<file path="config.mk">
export PLATFORM = sky130hd
export DESIGN_NAME = tri_sweep_timer
export DESIGN_NICKNAME = d
export VERILOG_FILES = /design/src/rtl/tri_sweep_pkg.sv /design/src/rtl/tri_sweep_ctrl.sv /design/src/rtl/tri_sweep_datapath.sv /design/src/rtl/tri_sweep_timer.sv
export SDC_FILE = /design/constraint.sdc
export NUM_CORES = 1
export LEC_CHECK = 0
export ABC_AREA = 1
export BUFFER_PORTS_ARGS = -buffer_cell sky130_fd_sc_hd__buf_2
export CAP_MARGIN = 20
export CORE_MARGIN = 4
export CORE_UTILIZATION = 57
export DETAILED_ROUTE_END_ITERATION = 16
export GPL_TIMING_DRIVEN = 0
export PLACE_DENSITY = 0.9
export SLEW_MARGIN = 10
export SYNTH_ARGS = -nofsm -noshare
export SYNTH_HDL_FRONTEND = slang
export SYNTH_HIERARCHICAL = 1
export SYNTH_SLANG_ARGS = --single-unit
</file>
<file path="constraint.sdc">
create_clock -name clk -period 4.7 [get_ports clk]
set_clock_uncertainty 0.15 [all_clocks]
set_input_delay 0.94 -clock clk [delete_from_list [all_inputs] [get_ports clk]]
set_output_delay 0.94 -clock clk [all_outputs]
set_load 0.01 [all_outputs]
</file>
<file path="src/rtl/tri_sweep_pkg.sv">
package tri_sweep_pkg;
  localparam int unsigned SEL_W = 2;

  typedef enum logic [SEL_W-1:0] {
    SEL_TOP  = 2'd0,
    SEL_KEEP = 2'd1,
    SEL_BASE = 2'd2,
    SEL_RSVD = 2'd3
  } presetSel_e;

  typedef struct packed {
    logic armed;      // enable edge seen: latch ceiling
    logic presetTop;  // jump to ceiling, head down
    logic presetBase; // jump to zero, head up
    logic step;       // ordinary counting edge
  } sweepStrobe_t;
endpackage

</file>
<file path="src/rtl/tri_sweep_ctrl.sv">
module tri_sweep_ctrl
  import tri_sweep_pkg::*;
(
  input  logic             clk,
  input  logic             rstN,
  input  logic             enable,
  input  logic [SEL_W-1:0] presetSel,
  output sweepStrobe_t     strobe
);
  logic enableQ;
  logic enRise;

  always_ff @(posedge clk) begin
    if (!rstN) enableQ <= 1'b0;
    else       enableQ <= enable;
  end

  assign enRise = enable & ~enableQ;

  always_comb begin
    strobe            = '0;
    strobe.armed      = enRise;
    strobe.presetTop  = enRise && (presetSel == SEL_TOP);
    strobe.presetBase = enRise && (presetSel == SEL_BASE);
    strobe.step       = enable & enableQ;
  end

  // the enable edge and a counting step never share a cycle
  p_edge_not_step_r4: assert property (@(posedge clk) disable iff (!rstN)
    strobe.armed |-> !strobe.step);
  // no counting strobe while disabled
  p_idle_no_strobe_r8: assert property (@(posedge clk) disable iff (!rstN)
    !enable |-> !(strobe.step || strobe.armed));
endmodule

</file>
<file path="src/rtl/tri_sweep_datapath.sv">
module tri_sweep_datapath
  import tri_sweep_pkg::*;
#(
  parameter int unsigned CNT_W = 16
) (
  input  logic             clk,
  input  logic             rstN,
  input  sweepStrobe_t     strobe,
  input  logic [CNT_W-1:0] loadValue,
  output logic [CNT_W-1:0] count,
  output logic             countingUp,
  output logic             zeroPulse,
  output logic             loadPulse
);
  localparam logic [CNT_W-1:0] ONE  = CNT_W'(1);
  localparam logic [CNT_W-1:0] ZERO = '0;

  logic [CNT_W-1:0] ceilReg;
  logic             ceilIsZero;
  logic             hitTop;
  logic             hitBase;

  assign ceilIsZero = (ceilReg == ZERO);
  assign hitTop     = (count >= ceilReg - ONE);
  assign hitBase    = (count <= ONE);

  always_ff @(posedge clk) begin
    if (!rstN) begin
      count      <= ZERO;
      countingUp <= 1'b0;
      ceilReg    <= ZERO;
      zeroPulse  <= 1'b0;
      loadPulse  <= 1'b0;
    end else begin
      zeroPulse <= 1'b0;
      loadPulse <= 1'b0;
      if (strobe.armed) begin
        ceilReg <= loadValue;
        if (strobe.presetTop) begin
          count      <= loadValue;
          countingUp <= 1'b0;
        end else if (strobe.presetBase) begin
          count      <= ZERO;
          countingUp <= 1'b1;
        end
      end else if (strobe.step) begin
        if (ceilIsZero) begin
          count     <= ZERO;
          zeroPulse <= 1'b1;
          loadPulse <= 1'b1;
        end else if (countingUp) begin
          if (hitTop) begin
            count      <= ceilReg;
            countingUp <= 1'b0;
            loadPulse  <= 1'b1;
            ceilReg    <= loadValue;
          end else begin
            count <= count + ONE;
          end
        end else begin
          if (hitBase) begin
            count      <= ZERO;
            countingUp <= 1'b1;
            zeroPulse  <= 1'b1;
          end else begin
            count <= count - ONE;
          end
        end
      end
    end
  end

  // ceiling preset loads the live ceiling and heads down
  p_preset_top_r2: assert property (@(posedge clk) disable iff (!rstN)
    strobe.presetTop |=> (count == $past(loadValue)) && !countingUp && !zeroPulse && !loadPulse);
  // zero preset clears and heads up
  p_preset_base_r3: assert property (@(posedge clk) disable iff (!rstN)
    strobe.presetBase |=> (count == ZERO) && countingUp && !zeroPulse && !loadPulse);
  // keep selection resumes unchanged
  p_keep_r4: assert property (@(posedge clk) disable iff (!rstN)
    (strobe.armed && !strobe.presetTop && !strobe.presetBase) |=> $stable(count) && $stable(countingUp));
  // zero event only at zero
  p_zero_at_base_r5: assert property (@(posedge clk) disable iff (!rstN)
    zeroPulse |-> (count == ZERO));
  // ceiling event shows the ceiling that was in force
  p_load_at_top_r6: assert property (@(posedge clk) disable iff (!rstN)
    (loadPulse && !zeroPulse) |-> (count == $past(ceilReg)) && !countingUp);
  // a lone zero event is never repeated in the next cycle
  p_zero_single_r7: assert property (@(posedge clk) disable iff (!rstN)
    (zeroPulse && !loadPulse) |=> !zeroPulse);
  // disabled cycles hold and stay quiet
  p_hold_off_r8: assert property (@(posedge clk) disable iff (!rstN)
    !(strobe.armed || strobe.step) |=> $stable(count) && $stable(countingUp) && !zeroPulse && !loadPulse);
endmodule

</file>
<file path="src/rtl/tri_sweep_timer.sv">
module tri_sweep_timer
  import tri_sweep_pkg::*;
#(
  parameter int unsigned CNT_W = 16
) (
  input  logic             clk,
  input  logic             rstN,
  input  logic             enable,
  input  logic [CNT_W-1:0] loadValue,
  input  logic [SEL_W-1:0] presetSel,
  output logic [CNT_W-1:0] count,
  output logic             countingUp,
  output logic             zeroPulse,
  output logic             loadPulse
);
  sweepStrobe_t strobe;

  tri_sweep_ctrl uCtrl (
    .clk       (clk),
    .rstN      (rstN),
    .enable    (enable),
    .presetSel (presetSel),
    .strobe    (strobe)
  );

  tri_sweep_datapath #(.CNT_W(CNT_W)) uPath (
    .clk        (clk),
    .rstN       (rstN),
    .strobe     (strobe),
    .loadValue  (loadValue),
    .count      (count),
    .countingUp (countingUp),
    .zeroPulse  (zeroPulse),
    .loadPulse  (loadPulse)
  );
endmodule

</file>
# [After elaboration in Yosys (flattened, before gate mapping)]
# Index checks and enable logic that the tools add are counted.
# W data, S select, Z words.
[totals] word_cells=56 out_inout_bits=19 rom_bits=0 mem_bits_rw=0 regBits=36 latch_bits=0 memories=0 inputBits=21
[op_classes] mux=26 n_eq_ne=3 n_addsub=3 n_bitwise=5 order_cmp=2 n_reduce_logical=11 multipliers=0 shift=0 div=0
[ops] cell="$mux W16" n=13
[ops] cell="$sub A16 B1 Y16 const B" n=2
[ops] cell="$add A16 B1 Y16 const B" n=1
[ops] cell="$ge A16 B16 Y1" n=1
[ops] cell="$le A16 B1 Y1 const B" n=1
[ops] cell="$logic_not A16 Y1" n=1
[ops] cell="$mux W1" n=13
[ops] cell="$reduce_bool A2 Y1" n=3
[ops] cell="$reduce_and A4 Y1" n=1
[ops] cell="$ne A3 B3 Y1 const B" n=1
[ops] cell="$not A1 Y1" n=3
[ops] cell="$reduce_and A3 Y1" n=1
[ops] cell="$reduce_or A3 Y1" n=1
[ops] cell="$and A1 B1 Y1" n=2
[ops] cell="$eq A2 B2 Y1 const B" n=1
[ops] cell="$logic_and A1 B1 Y1" n=2
[ops] cell="$logic_not A2 Y1" n=1
[ops] cell="$ne A2 B2 Y1 const B" n=1
[ops] cell="$reduce_and A2 Y1" n=1

# [Depth between registers and ports, before layout]
[logic_depth] ltp_word=7 mapped_depth=20 ltp_nobuf=20

# [Cells and area by module]
# Netlist, hierarchy kept.
[modules_own_cells] module="tri_sweep_datapath" n_inst=1 cells_per_inst=585 area_each_um2=3543.4 seq_area_each_um2=700.7
[modules_own_cells] module="tri_sweep_ctrl" n_inst=1 cells_per_inst=15 area_each_um2=78.8 seq_area_each_um2=20.0

# [Worst setup path before layout]
# No wires, ideal clock.
[synth_timing] kind="register -> register" startpoint="reg uPath.ceilReg[2]" endpoint="reg uPath.count[13]" t_required_ns=4.431 setup_slack_ns=1.880 setup_ns=0.119 arrival_time_ns=2.551 period_less_slack_ns=2.820 path_stages_with_launch=20 n_path_buf=1 cell_sequence="dfxtp_1 -> inv_2 -> nand2_2 -> nor2_4 -> nand3_2 -> nor3_4 -> nand4_2 -> nor2_2 -> nand2_1 -> xor2_1 -> inv_1 -> ha_1 -> nand2_1 -> o21ai_0 -> nor2_4 -> nand2_2 -> buf_2 -> nand3_1 -> nand3_1 -> a21oi_1"
[synth_between] elab_chain_len=7 elab_cells_between_ends=8 cone_classes="add/sub: 1; order compare: 1; mux: 5; reduce/logical: 1"
[synth_rtl] element="from (decl)" line_no="tri_sweep_datapath.sv:18" rtl="logic [CNT_W-1:0] ceilReg;"
[synth_rtl] element="from (signal assigned)" line_no="tri_sweep_datapath.sv:38" rtl="ceilReg <= loadValue;"
[synth_rtl] element="from (signal assigned)" line_no="tri_sweep_datapath.sv:56" rtl="ceilReg <= loadValue;"
[synth_rtl] element="$sub A16 B1 Y16" line_no="tri_sweep_datapath.sv:24" rtl="assign hitTop = (count >= ceilReg - ONE);"
[synth_rtl] element="$ge A16 B16 Y1" line_no="tri_sweep_datapath.sv:24"
[synth_rtl] element="$mux W16" line_no="tri_sweep_datapath.sv:52" rtl="if (hitTop) begin"
[synth_rtl] element="$mux W16" line_no="tri_sweep_datapath.sv:51" rtl="end else if (countingUp) begin"
[synth_rtl] element="$mux W16 *" line_no="tri_sweep_datapath.sv:47" rtl="if (ceilIsZero) begin"
[synth_rtl] element="$mux W16 *" line_no="tri_sweep_datapath.sv:46" rtl="end else if (strobe.step) begin"
[synth_rtl] element="$mux W16 *" line_no="tri_sweep_datapath.sv:37" rtl="if (strobe.armed) begin"
[synth_rtl] element="to (signal assigned)" line_no="tri_sweep_datapath.sv:40" rtl="count <= loadValue;"
[synth_rtl] element="to (signal assigned)" line_no="tri_sweep_datapath.sv:53" rtl="count <= ceilReg;"
[synth_rtl] element="to (signal assigned)" line_no="tri_sweep_datapath.sv:58" rtl="count <= count + ONE;"
[synth_rtl] element="to (decl)" line_no="tri_sweep_datapath.sv:10" rtl="output logic [CNT_W-1:0] count,"
# Every way passes the cells marked *; elsewhere a longest branch is shown, timed or not. The select of a mux whose other input is x is not followed.
# A chain may end at the register's enable or synchronous reset.

# [Worst setup path after layout]
[layout_timing] startpoint="reg uPath.ceilReg[2]" endpoint="reg uPath.count[7]"
# Same word-level chain as after synthesis.

==> flow_metrics.env <==
export IMPL_status="finished, final reports clean"
export IMPL_grt_max_degree=12
export IMPL_power_density_nw_per_um2=358.3
export IMPL_final_util=0.6669
export IMPL_stdcell_count=722
export IMPL_rsz0062_at_grt="no"
export IMPL_p_leak_uw=0.002155
export IMPL_syn_inst=600
export IMPL_postCtsSetupRepairBufs=0
export IMPL_route_detailed_wl_per_inst_microns=14.98
export IMPL_firstDrtPassIters=5
export IMPL_post_place_cells=714
export IMPL_placed_area_sq_um=3911
export IMPL_post_cts_resized=0
export IMPL_final_common_cell="nand2_1"
export IMPL_netlist_top_cell_by_area="dfxtp_1"
export IMPL_synth_seq_cells=36
export IMPL_synth_distinct_cells=37
export IMPL_synth_compound_area_frac=0.09326
export IMPL_hpwl_mm=8.548
export IMPL_critPathMaxFanout=10
export IMPL_netlist_area_sq_um=3622
export IMPL_num_vias=4129
export IMPL_worstSetupStartpointType="flop"
export IMPL_layout_common_cells="142 x nand2_1, 85 x nor2_1, 74 x inv_1, 63 x nand3_1, 49 x buf_2"
export IMPL_hold_viol=0
export IMPL_die_area_sq_um=7694
export IMPL_row_count=28
export IMPL_cts_made_buffers=5
export IMPL_tightest_slew_ns=0.5949
export IMPL_required_ns=4.74
export IMPL_grt_overflow_total=0
export IMPL_final_area_sq_um=4019
export IMPL_fp_dieH_microns=87.72
export IMPL_route_detailed_drc=0
export IMPL_nets=687
export IMPL_setup_tns_final_ns=0
export IMPL_grt_antenna_before_repair=0
export IMPL_viasPerCell=5.719
export IMPL_ys_seq_area_frac=0.1990
export IMPL_cts_tree="done"
export IMPL_end_kind="flop"
export IMPL_cp_endpoint="uPath/count[7]"
export IMPL_synthSimpleGateAreaFrac=0.4439
export IMPL_drive_gt1_frac=0.1685
export IMPL_grt_use_total=0.2872
export IMPL_synth_area_per_cell_sq_um=6.037
export IMPL_setup_viol=0
export IMPL_wirelength_mm=10.82
export IMPL_start_util=0.6011
export IMPL_fillerInstances=607
export IMPL_cp_startpoint="uPath/ceilReg[2]"
export IMPL_period_share=0.7451
export IMPL_yosys_area_share_adder=0.06908
export IMPL_r2r_cells=19
export IMPL_fin_crit_ns=3.502
export IMPL_area_growth_pct=10.95
export IMPL_grt_pass1_vias=3828
export IMPL_core_sq_um=6026
export IMPL_clkSlewWorstSetupHoldPaths_ns=0.08
export IMPL_hold_class="flop to flop"
export IMPL_ioPinCount=40
export IMPL_vdd_drop_max_mv=0.2096
export IMPL_ys_top_cells_by_area="dfxtp_1 20%, nand2_1 15%, nor2_1 8.8%, nand3_1 8.7%, inv_1 7.7%"
export IMPL_place_gp_congestion=0.9214
export IMPL_drv_cap=0
export IMPL_clockBufferDepth=2
export IMPL_io_buffers=39
export IMPL_antenna_cells=0
export IMPL_clockRootBuffer="clkbuf_8"
export IMPL_slew_headroom=0.6034
export IMPL_syn_nets=641
export IMPL_detail_route_iter0_violations=431
export IMPL_synth_area_mux_share=0
export IMPL_path_class="flop to flop"
export IMPL_rrSetupSlack_ns=1.20
export IMPL_clock_latency_ns=0.30
export IMPL_synth_xor_area_frac=0.06528
export IMPL_cp_arrival_ns=3.54
export IMPL_r2r_start="uPath/ceilReg[2]"
export IMPL_dieWidth_microns=87.72
export IMPL_htree_num_levels=2
export IMPL_synth_top_family_by_area="simple AND/OR/NAND/NOR gates"
export IMPL_grt_pass1_wl_mm=17.46
export IMPL_ctsHoldBuffers=0
export IMPL_synth_top_area_frac=0.1990
export IMPL_ys_warn_count=6
export IMPL_antenna_left=0
export IMPL_cts_sinks=36
export IMPL_final_max_slew_viol_count=0
export IMPL_fmaxAchievable_ghz=0.2856
export IMPL_reg2reg_to="uPath/count[7]"
per-layer routing:
| metal | vias up | part of all wire | track usage |
|---|---|---|---|
| li1 | 1991 | - | - |
| met1 | 1889 | 0.40 | 0.3513 |
| met2 | 213 | 0.49 | 0.5103 |
| met3 | 36 | 0.084 | 0.05080 |
| met4 | 0 | 0.031 | 0.08787 |
| met5 | - | 0 | 0 |
cells in the mapped netlist (all sizes together):
master,count
nand2,153
nor2,99
inv,82
nand3,66
dfxtp,36
a21oi,32
o21ai,28
xor2,23
buf,20
ha,20
nand4,14
clkbuf,9
nor3,8
xnor2,4
nor4,2
a211oi,1
and3,1
nor3b,1
o21bai,1
worst min path at each step:
stage / start / cells after the start / end
2_1_floorplan: uPath/ceilReg[14] / 2 / uPath/ceilReg[14]
3_3_place_gp: uPath/ceilReg[14] / 2 / uPath/ceilReg[14]
3_5_place_dp: uPath/ceilReg[14] / 2 / uPath/ceilReg[14]
4_1_cts: uPath/ceilReg[14] / 2 / uPath/ceilReg[14]
5_1_grt: uPath/ceilReg[14] / 2 / uPath/ceilReg[14]
6_report: uPath/ceilReg[14] / 2 / uPath/ceilReg[14]
cells by family after synthesis:
group                    after synthesis
AND/OR/NAND/NOR                      344
adder cells (fa/ha/maj)               20
buffers and inverters                111
flip-flops                            36
AO/OA/AOI/OAI                         62
XOR/XNOR                              27
where the power goes:
part	total (uW)	switching, uW	internal, uW
sequential	363	30.4	333
combinational	797	519	277
clock	280	122	158
state kept, by name, indices dropped and copies added (netlist names):
register	cells
uPath/count	16
uPath/countingUp	1
uPath/ceilReg	16
uPath/loadPulse	1
uCtrl/enableQ	1
uPath/zeroPulse	1
final cells by class:
class	instances	area [sq um]	area share
Multi-Input combinational cell	453	2432	0.6052
Sequential cell	36	720.7	0.1793
Inverter	82	307.8	0.07659
Timing Repair Buffer	39	195.2	0.04857
Buffer	29	161.4	0.04016
Tap cell	75	93.84	0.02335
Clock buffer	6	72.57	0.01806
Clock inverter	2	35.03	0.008717
critical path: stages (launching register included):
cell and delay [ns]:
dfxtp_1 0.38, inv_2 0.11, nand2_2 0.07, nor2_4 0.11
nand3_2 0.11, nor3_4 0.24, nand4_2 0.16, nor2_2 0.14
nand2_1 0.08, xor2_1 0.14, inv_1 0.06, ha_1 0.32
nand4_1 0.15, nor2_1 0.23, nand2_2 0.16, nand2_2 0.18
buf_2 0.24, nand3_1 0.13, nand3_1 0.15, a21oi_1 0.07
metrics by stage:
stage	hold WS [ns]	worst slack, ns	power (uW)
2_1_floorplan	0.3161	1.880	961.2
3_3_place_gp	0.3370	1.420	1114
3_5_place_dp	0.3413	1.334	1147
4_1_cts	0.3544	1.307	1426
5_1_grt	0.3829	0.9614	1546
6_report	0.3572	1.198	1440
(Power assumes the default switching activity.)
